## src/rtl/bru_pkg.sv

```systemverilog
package bru_pkg;
  localparam int unsigned BO_W = 5;

  typedef enum logic [1:0] {
    KIND_REL = 2'd0,
    KIND_LNK = 2'd1,
    KIND_CTR = 2'd2,
    KIND_RSV = 2'd3
  } br_kind_e;

  typedef struct packed {
    logic use_cond;
    logic cond_sense;
    logic use_ctr;
    logic ctr_zero;
    logic always_tk;
    logic hint;
  } bo_fields_t;
endpackage

```

## src/rtl/bru_bo_decode.sv

```systemverilog
module bru_bo_decode
  import bru_pkg::*;
#(
  parameter int unsigned ERR_W   = 8,
  parameter int unsigned ERR_Z   = 150,
  parameter int unsigned ERR_CTR = 163
) (
  input  logic [BO_W-1:0]  bo_i,
  input  logic [1:0]       kind_i,
  output bo_fields_t       fld_o,
  output logic             invalid_o,
  output logic [ERR_W-1:0] err_code_o
);
  logic a, b, c, d, e;
  logic z_bad, ctr_bad;

  assign {a, b, c, d, e} = bo_i;

  always_comb begin
    fld_o.use_cond   = ~a;
    fld_o.cond_sense = b;
    fld_o.use_ctr    = ~c;
    fld_o.ctr_zero   = d;
    fld_o.always_tk  = a & c;
    fld_o.hint       = (a & c) ? 1'b0 : e;
  end

  // reserved positions per form
  assign z_bad   = (~a & c & d) | (a & b) | (a & c & (d | e));
  assign ctr_bad = (br_kind_e'(kind_i) == KIND_CTR) & ~c;

  always_comb begin
    invalid_o  = z_bad | ctr_bad;
    err_code_o = '0;
    if (z_bad)        err_code_o = ERR_W'(ERR_Z);
    else if (ctr_bad) err_code_o = ERR_W'(ERR_CTR);
  end
endmodule

```

## src/rtl/bru_ctr.sv

```systemverilog
module bru_ctr #(
  parameter int unsigned CTR_W = 32
) (
  input  logic             clk_i,
  input  logic             rst_ni,
  input  logic             load_i,
  input  logic [CTR_W-1:0] load_val_i,
  input  logic             dec_i,
  output logic [CTR_W-1:0] ctr_o,
  output logic [CTR_W-1:0] ctr_dec_o
);
  logic [CTR_W-1:0] ctr_q;

  assign ctr_dec_o = ctr_q - CTR_W'(1);
  assign ctr_o     = ctr_q;

  always_ff @(posedge clk_i or negedge rst_ni) begin
    if (!rst_ni)     ctr_q <= '0;
    else if (load_i) ctr_q <= load_val_i;
    else if (dec_i)  ctr_q <= ctr_dec_o;
  end


  ctr_load_chk: assert property (@(posedge clk_i) disable iff (!rst_ni)
    load_i |=> ctr_q == $past(load_val_i));


  ctr_dec_chk: assert property (@(posedge clk_i) disable iff (!rst_ni)
    (dec_i && !load_i) |=> ctr_q == $past(ctr_q) - CTR_W'(1));


  ctr_hold_chk: assert property (@(posedge clk_i) disable iff (!rst_ni)
    (!dec_i && !load_i) |=> $stable(ctr_q));
endmodule

```

## src/rtl/bru_resolve.sv

```systemverilog
module bru_resolve
  import bru_pkg::*;
#(
  parameter int unsigned CTR_W = 32
) (
  input  logic             req_i,
  input  logic             cond_i,
  input  bo_fields_t       fld_i,
  input  logic             invalid_i,
  input  logic [CTR_W-1:0] ctr_dec_i,
  output logic             taken_o,
  output logic             hint_o,
  output logic             dec_o
);
  logic ok, cond_ok, ctr_ok, ctr_is_zero;

  assign ok          = req_i & ~invalid_i;
  assign ctr_is_zero = (ctr_dec_i == '0);
  assign cond_ok     = ~fld_i.use_cond | (cond_i == fld_i.cond_sense);
  assign ctr_ok      = ~fld_i.use_ctr | (fld_i.ctr_zero ? ctr_is_zero : ~ctr_is_zero);

  assign taken_o = ok & (fld_i.always_tk | (cond_ok & ctr_ok));
  assign hint_o  = ok & fld_i.hint;
  assign dec_o   = ok & fld_i.use_ctr;
endmodule

```

## src/rtl/branch_resolve_unit.sv

```systemverilog
module branch_resolve_unit
  import bru_pkg::*;
#(
  parameter int unsigned CTR_W   = 32,
  parameter int unsigned ERR_W   = 8,
  parameter int unsigned ERR_Z   = 150,
  parameter int unsigned ERR_CTR = 163
) (
  input  logic             clk_i,
  input  logic             rst_ni,
  input  logic             ctr_load_i,
  input  logic [CTR_W-1:0] ctr_load_val_i,
  input  logic             req_i,
  input  logic [4:0]       bo_i,
  input  logic             cond_i,
  input  logic [1:0]       kind_i,
  output logic             taken_o,
  output logic             hint_o,
  output logic             invalid_o,
  output logic [ERR_W-1:0] err_code_o,
  output logic [CTR_W-1:0] ctr_o
);
  bo_fields_t       fld;
  logic             dec_inv;
  logic [ERR_W-1:0] dec_err;
  logic [CTR_W-1:0] ctr_dec;
  logic             dec_en;

  bru_bo_decode #(
    .ERR_W(ERR_W), .ERR_Z(ERR_Z), .ERR_CTR(ERR_CTR)
  ) u_dec (
    .bo_i       (bo_i),
    .kind_i     (kind_i),
    .fld_o      (fld),
    .invalid_o  (dec_inv),
    .err_code_o (dec_err)
  );

  bru_ctr #(.CTR_W(CTR_W)) u_ctr (
    .clk_i      (clk_i),
    .rst_ni     (rst_ni),
    .load_i     (ctr_load_i),
    .load_val_i (ctr_load_val_i),
    .dec_i      (dec_en),
    .ctr_o      (ctr_o),
    .ctr_dec_o  (ctr_dec)
  );

  bru_resolve #(.CTR_W(CTR_W)) u_res (
    .req_i     (req_i),
    .cond_i    (cond_i),
    .fld_i     (fld),
    .invalid_i (dec_inv),
    .ctr_dec_i (ctr_dec),
    .taken_o   (taken_o),
    .hint_o    (hint_o),
    .dec_o     (dec_en)
  );

  assign invalid_o  = req_i & dec_inv;
  assign err_code_o = req_i ? dec_err : '0;


  inv_not_taken_chk: assert property (@(posedge clk_i) disable iff (!rst_ni)
    invalid_o |-> (!taken_o && !hint_o));


  inv_ctr_hold_chk: assert property (@(posedge clk_i) disable iff (!rst_ni)
    (invalid_o && !ctr_load_i) |=> $stable(ctr_o));


  inv_code_chk: assert property (@(posedge clk_i) disable iff (!rst_ni)
    invalid_o |-> (err_code_o == ERR_W'(ERR_Z) || err_code_o == ERR_W'(ERR_CTR)));


  valid_no_code_chk: assert property (@(posedge clk_i) disable iff (!rst_ni)
    !invalid_o |-> err_code_o == '0);


  idle_quiet_chk: assert property (@(posedge clk_i) disable iff (!rst_ni)
    !req_i |-> (!taken_o && !hint_o && !invalid_o));


  always_taken_chk: assert property (@(posedge clk_i) disable iff (!rst_ni)
    (req_i && bo_i[4] && bo_i[2] && !invalid_o) |-> (taken_o && !hint_o));


  cond_only_hold_chk: assert property (@(posedge clk_i) disable iff (!rst_ni)
    (req_i && !bo_i[4] && bo_i[2] && !ctr_load_i) |=> $stable(ctr_o));
endmodule

```

## config.mk

```make
export PLATFORM = sky130hd
export DESIGN_NAME = branch_resolve_unit
export DESIGN_NICKNAME = d
export VERILOG_FILES = /design/src/rtl/bru_pkg.sv /design/src/rtl/bru_bo_decode.sv /design/src/rtl/bru_ctr.sv /design/src/rtl/bru_resolve.sv /design/src/rtl/branch_resolve_unit.sv
export SDC_FILE = /design/constraint.sdc
export NUM_CORES = 1
export LEC_CHECK = 0
export CORE_MARGIN = 2
export CORE_UTILIZATION = 49
export DETAILED_ROUTE_END_ITERATION = 10
export PLACE_DENSITY_LB_ADDON = 0.05
export SYNTH_ARGS = -nofsm -noshare
export SYNTH_HDL_FRONTEND = slang
export SYNTH_SLANG_ARGS = --single-unit
```

## constraint.sdc

```tcl
create_clock -name clk_i -period 6.2 [get_ports clk_i]
set_clock_uncertainty 0.2 [all_clocks]
set_input_delay 1.24 -clock clk_i [delete_from_list [all_inputs] [get_ports clk_i]]
set_output_delay 1.24 -clock clk_i [all_outputs]
set_load 0.02 [all_outputs]
```

Yosys cells after proc, flatten, opt, wreduce, memory -nomap -nowiden
Cells that the tools add are included.
{"block": "classes", "bitwise_logic": 23, "muxes": 7, "n_addsub": 1, "n_eq_ne": 2, "reduce_logical": 2}
{"op": "32-bit 2-to-1 mux", "n": 2}
{"op": "32-bit logical NOT", "n": 1}
{"op": "32-bit by 1-bit subtractor with 32-bit output, second input constant", "n": 1}
{"op": "8-bit 2-to-1 mux", "n": 3}
{"op": "1-bit AND", "n": 12}
{"op": "1-bit bitwise OR", "n": 7}
{"op": "1-bit inverter", "n": 4}
{"op": "2-bit == test, second input constant", "n": 1}
{"op": "1-bit 2-to-1 mux", "n": 2}
{"op": "2-bit nonzero test", "n": 1}
{"op": "1-bit == test", "n": 1}
{"block": "word_totals", "reg_bits": 32, "elab_cells": 36, "output_inout_bits": 43, "in_bits": 44}

Depth between registers and ports, before layout
{"block": "logic_depth", "word_depth": 11, "ltp_mapped": 10}

Hierarchy
Synthesis repeated with hierarchy kept, for this count alone.
{"block": "hier_totals", "hier_cells": 352, "hier_area_um2": 2773.9}
{"mod": "bru_ctr", "seq_area_each_um2": 800.8, "instances": 1, "cells_each": 303, "area_each_um2": 2448.6}
{"mod": "bru_bo_decode", "seq_area_each_um2": 0.0, "instances": 1, "cells_each": 20, "area_each_um2": 135.1}
{"mod": "bru_resolve", "seq_area_each_um2": 0.0, "instances": 1, "cells_each": 20, "area_each_um2": 133.9}
{"mod": "branch_resolve_unit", "seq_area_each_um2": 0.0, "instances": 1, "cells_each": 9, "area_each_um2": 56.3}

Worst setup path before layout
No wires, ideal clock.
{"block": "synth_timing", "path_type": "register -> output", "from": "register u_ctr.ctr_q[10], in the netlist u_ctr.ctr_o[10]", "to": "output port taken_o", "t_arrival_ns": 2.829, "slack_ns": 1.931, "stages_incl_launch_ff": 10, "t_required_ns": 4.760, "n_path_buf": 2, "cell_sequence": "dfrtp_1 buf_2 or4_1 buf_2 nor4b_4 nand4_1 a2111oi_0 o2111ai_1 xnor2_1 a221oi_2"}
{"block": "synth_between", "elab_chain_cells": 8}
{"element": "from (decl)", "line_no": "bru_ctr.sv:12", "source": "logic [CTR_W-1:0] ctr_q;"}
{"element": "from (signal assigned)", "line_no": "bru_ctr.sv:19", "source": "else if (load_i) ctr_q <= load_val_i;"}
{"element": "from (signal assigned)", "line_no": "bru_ctr.sv:20", "source": "else if (dec_i) ctr_q <= ctr_dec_o;"}
{"element": "32-bit by 1-bit subtractor with 32-bit output *", "line_no": "bru_ctr.sv:14", "source": "assign ctr_dec_o = ctr_q - CTR_W'(1);"}
{"element": "32-bit logical NOT *", "line_no": "bru_resolve.sv:18", "source": "assign ctr_is_zero = (ctr_dec_i == '0);"}
{"element": "1-bit inverter", "line_no": "bru_resolve.sv:20", "source": "assign ctr_ok = ~fld_i.use_ctr | (fld_i.ctr_zero ? ctr_is_zero : ~ctr_is_zero);"}
{"element": "1-bit 2-to-1 mux *", "line_no": "bru_resolve.sv:20"}
{"element": "1-bit bitwise OR *", "line_no": "bru_resolve.sv:20"}
{"element": "1-bit AND *", "line_no": "bru_resolve.sv:22", "source": "assign taken_o = ok & (fld_i.always_tk | (cond_ok & ctr_ok));"}
{"element": "1-bit bitwise OR *", "line_no": "bru_resolve.sv:22"}
{"element": "1-bit AND *", "line_no": "bru_resolve.sv:22"}
{"element": "to (decl)", "line_no": "branch_resolve_unit.sv:17", "source": "output logic taken_o,"}
Mark *: on every way between the ends. The rest lies on a longest branch, timed or not.

Worst setup path after layout
{"block": "layout_timing", "from": "register u_ctr.ctr_q[16], in the netlist u_ctr.ctr_o[16]", "to": "output port taken_o"}
The elaborated chain is that of the path after synthesis.

==> impl_metrics.sql <==
INSERT INTO impl_metrics (metric_group, metric, value, unit) VALUES
('run_status', 'run_status', 'finished clean', ''),
('timing', 'endpoints_failing_hold', '0', ''),
('die', 'die_w', '73.6', 'µm'),
('global_route', 'groute.usage.overall', '23.5', '%'),
('timing', 'rsz0062_at_grt', 'no', ''),
('timing', 'fmaxAchievable', '192', 'MHz'),
('synth', 'synth.largest_area_cell', 'sky130_fd_sc_hd__dfrtp_1', ''),
('placement', 'hpwlAfterDp', '4360', 'µm'),
('cts', 'cts_made_buffers', '5', ''),
('timing', 'setup_tns', '0', 'ns'),
('synth', 'synth_ff_type', 'sky130_fd_sc_hd__dfrtp_1', ''),
('synth', 'synth_top_cells_by_count', 'sky130_fd_sc_hd__nand2_1 (40), sky130_fd_sc_hd__dfrtp_1 (32), sky130_fd_sc_hd__xnor2_1 (23), sky130_fd_sc_hd__nor2_1 (21), sky130_fd_sc_hd__o21ai_0 (18)', ''),
('layout', 'drive_gt1_share', '7.65', '%'),
('setup_path', 'critPathKind', 'reg -> out', ''),
('power', 'power.total', '0.661', 'mW'),
('synth', 'syn-mean-instance-area', '8.45', 'µm²'),
('detailed_routing', 'wl_per_cell', '14.6', 'µm'),
('global_route', 'grt_antenna_before_repair', '0', ''),
('timing', 'layout_worst_path_cycle_share', '84.2', '%'),
('die', 'fp.dieArea', '5420', 'µm²'),
('synth', 'yosysMostFrequentCell', 'sky130_fd_sc_hd__nand2_1', ''),
('layout', 'multi_input_area', '1440', 'µm²'),
('power', 'power.leakage', '1.17', 'nW'),
('power', 'vdd_drop_max', '0.130', 'mV'),
('detailed_routing', 'first_pass_iters', '4', ''),
('timing', 'setup_viol', '0', ''),
('die', 'initial_utilization', '50.6', '%'),
('global_route', 'grt_first_pass_wirelength', '9890', 'µm'),
('cts', 'cts_htree_levels', '2', ''),
('detailed_routing', 'first_iter_violations', '152', ''),
('cts', 'clk_latency', '0.29', 'ns'),
('detailed_routing', 'routed_wl', '5920', 'µm'),
('cts', 'cts-resized-gates', '0', ''),
('synth', 'cells_taking_the_most_area_after_synthesis', 'sky130_fd_sc_hd__dfrtp_1 (34%), sky130_fd_sc_hd__xnor2_1 (8.5%), sky130_fd_sc_hd__nand2_1 (6.3%)', ''),
('synth', 'yosysWarnings', '0', ''),
('cts', 'clock_input_transition_at_the_sequential_cells_of_the_worst_setup_and_hold_paths', '0.07', 'ns'),
('setup_path', 'crit_path_end_kind', 'output pin', ''),
('cts', 'holdBufCountCts', '0', ''),
('detailed_routing', 'drt_drc_violations_left', '0', ''),
('placement', 'port-buffer-count', '84', ''),
('die', 'core_area', '4690', 'µm²'),
('synth', 'ys_seq_area_share', '33.7', '%'),
('layout', 'insertedDiodeCount', '0', ''),
('synth', 'netlist_area', '2370', 'µm²'),
('setup_path', 'worst-endpoint-required', '4.76', 'ns'),
('setup_path', 'crit_chain', 'or4_1, nor4b_4, nand4_1, a2111oi_0, o2111ai_1, xnor2_1, a221oi_2, clkdlybuf4s50_1', ''),
('synth', 'postSynthRegisterBits', '32', ''),
('run', 'cap_violations', '0', ''),
('cts', 'clock_tree.buffer_depth', '2', ''),
('synth', 'synth_edf_count', '0', ''),
('die', 'ioPinCount', '87', ''),
('layout', 'finalNetCount', '398', ''),
('cts', 'tritoncts', 'done', ''),
('setup_path', 'buffering_stage_count_on_the_worst_path_with_inverters_included', '1', ''),
('die', 'rows', '25', ''),
('layout', 'filler_cell_count', '405', ''),
('synth', 'synthDominantCellAreaShare', '33.7', '%'),
('cts', 'cts.root.buffer_cell', 'sky130_fd_sc_hd__clkbuf_8', ''),
('global_route', 'grt-ovfl-total', '0', ''),
('setup_path', 'cp_slowest_stage_delay', '0.72', 'ns'),
('setup_path', 'worst-path-max-fanout', '8', ''),
('synth', 'synth-async-reset-ratio', '100', '%'),
('setup_path', 'startpoint_type', 'flop', ''),
('detailed_routing', 'drt-vias-per-instance', '5.63', ''),
('placement', 'weighted_congestion_at_the_end_of_routability_driven_global_placement', '0.964', ''),
('timing', 'period_needed', '5.22', 'ns'),
('global_route', 'vias_in_the_first_global_route', '2084', ''),
('layout', 'largest_register_ff_count', '32', ''),
('setup_path', 'crit_family', 'simple AND/OR/NAND/NOR gates', ''),
('setup_path', 'arrival_time_at_the_worst_endpoint', '3.78', 'ns'),
('synth', 'post_synthesis_instance_total', '281', '');
[path summary, 6_finish.rpt]
kind                                  from         endpoint  slack, ns  cells past startpoint
setup / recovery           u_ctr.ctr_o[16]          taken_o       0.98                      8
hold / removal             u_ctr.ctr_o[17]  u_ctr.ctr_o[17]       0.40                      2
setup reg to reg            u_ctr.ctr_o[4]  u_ctr.ctr_o[29]       3.12                      7
hold reg to reg            u_ctr.ctr_o[17]  u_ctr.ctr_o[17]       0.40                      2
max in group asynchronous           rst_ni   u_ctr.ctr_o[6]       4.35                      2
min in group asynchronous           rst_ni  u_ctr.ctr_o[13]       1.15                      2
[cell usage in the layout (no fill, tap or decap), drive strengths merged, types with 3 or more instances in the layout]
cell           count
a31oi              3
nor2b              5
clkbuf             6
xnor2             23
or2                4
or4                7
nor3b              3
nand4              3
nand2             40
clkdlybuf4s50     83
or3                8
nand3              5
inv                4
o21ai             34
xor2              11
nor2              21
nor4b              6
nor4              11
nor3              11
dfrtp             32
[worst reg2reg max path, stage by stage (launching register included)]
cell and delay, ns:
sky130_fd_sc_hd__dfrtp_1 0.50, sky130_fd_sc_hd__or4_4 0.53, sky130_fd_sc_hd__or3_4 0.38, sky130_fd_sc_hd__or4_1 0.78, sky130_fd_sc_hd__nor3_4 0.24, sky130_fd_sc_hd__nand2_1 0.10
sky130_fd_sc_hd__xor2_1 0.14, sky130_fd_sc_hd__o21ai_1 0.07
[area by class of cell]
class	count	area share, %
multi-input cells	224	44.0
repair buffers	85	25.7
flip-flops and latches	32	24.4
clock buffers	6	2.22
well taps	54	2.06
clock inverters	2	1.07
inverters	4	0.458
[per-stage QoR]
step	std cells	hold slack [ns]	setup WS [ns]	util [%]	cell area [µm²]
finish	407	0.403	0.979	69.8	3280
floorplan	282	0.482	1.93	-	2380
global route	407	0.426	0.610	69.8	3280
detailed placement	399	0.382	1.27	67.5	3170
CTS	407	0.407	0.955	69.8	3280
global placement	399	0.370	1.43	67.5	3170
[power by group]
| group | internal (mW) | switching, mW |
|---|---|---|
| sequential | 0.228 | 0.0384 |
| clock | 0.119 | 0.0801 |
| combinational | 0.102 | 0.0936 |
| total | 0.449 | 0.212 |
[kinds of logic after synthesis]
family	Yosys count	synth area share, %
other cells	1	0.158
flops	32	33.7
fa+ha+maj	2	1.05
simple gates	133	33.1
mux	1	0.474
compound gates	52	13.3
xor+xnor	34	12.5
buf+inv	26	5.69
[routing by layer]
layer  global-route usage (%)  up-vias  share of wire [%]
met2                     35.8       92                 45
met5                        0        -                  0
met1                     33.2     1059                 46
met4                     7.68        0                1.3
li1                         -     1134                  -
met3                     5.21        7                7.9
(Power assumes the default switching activity.)
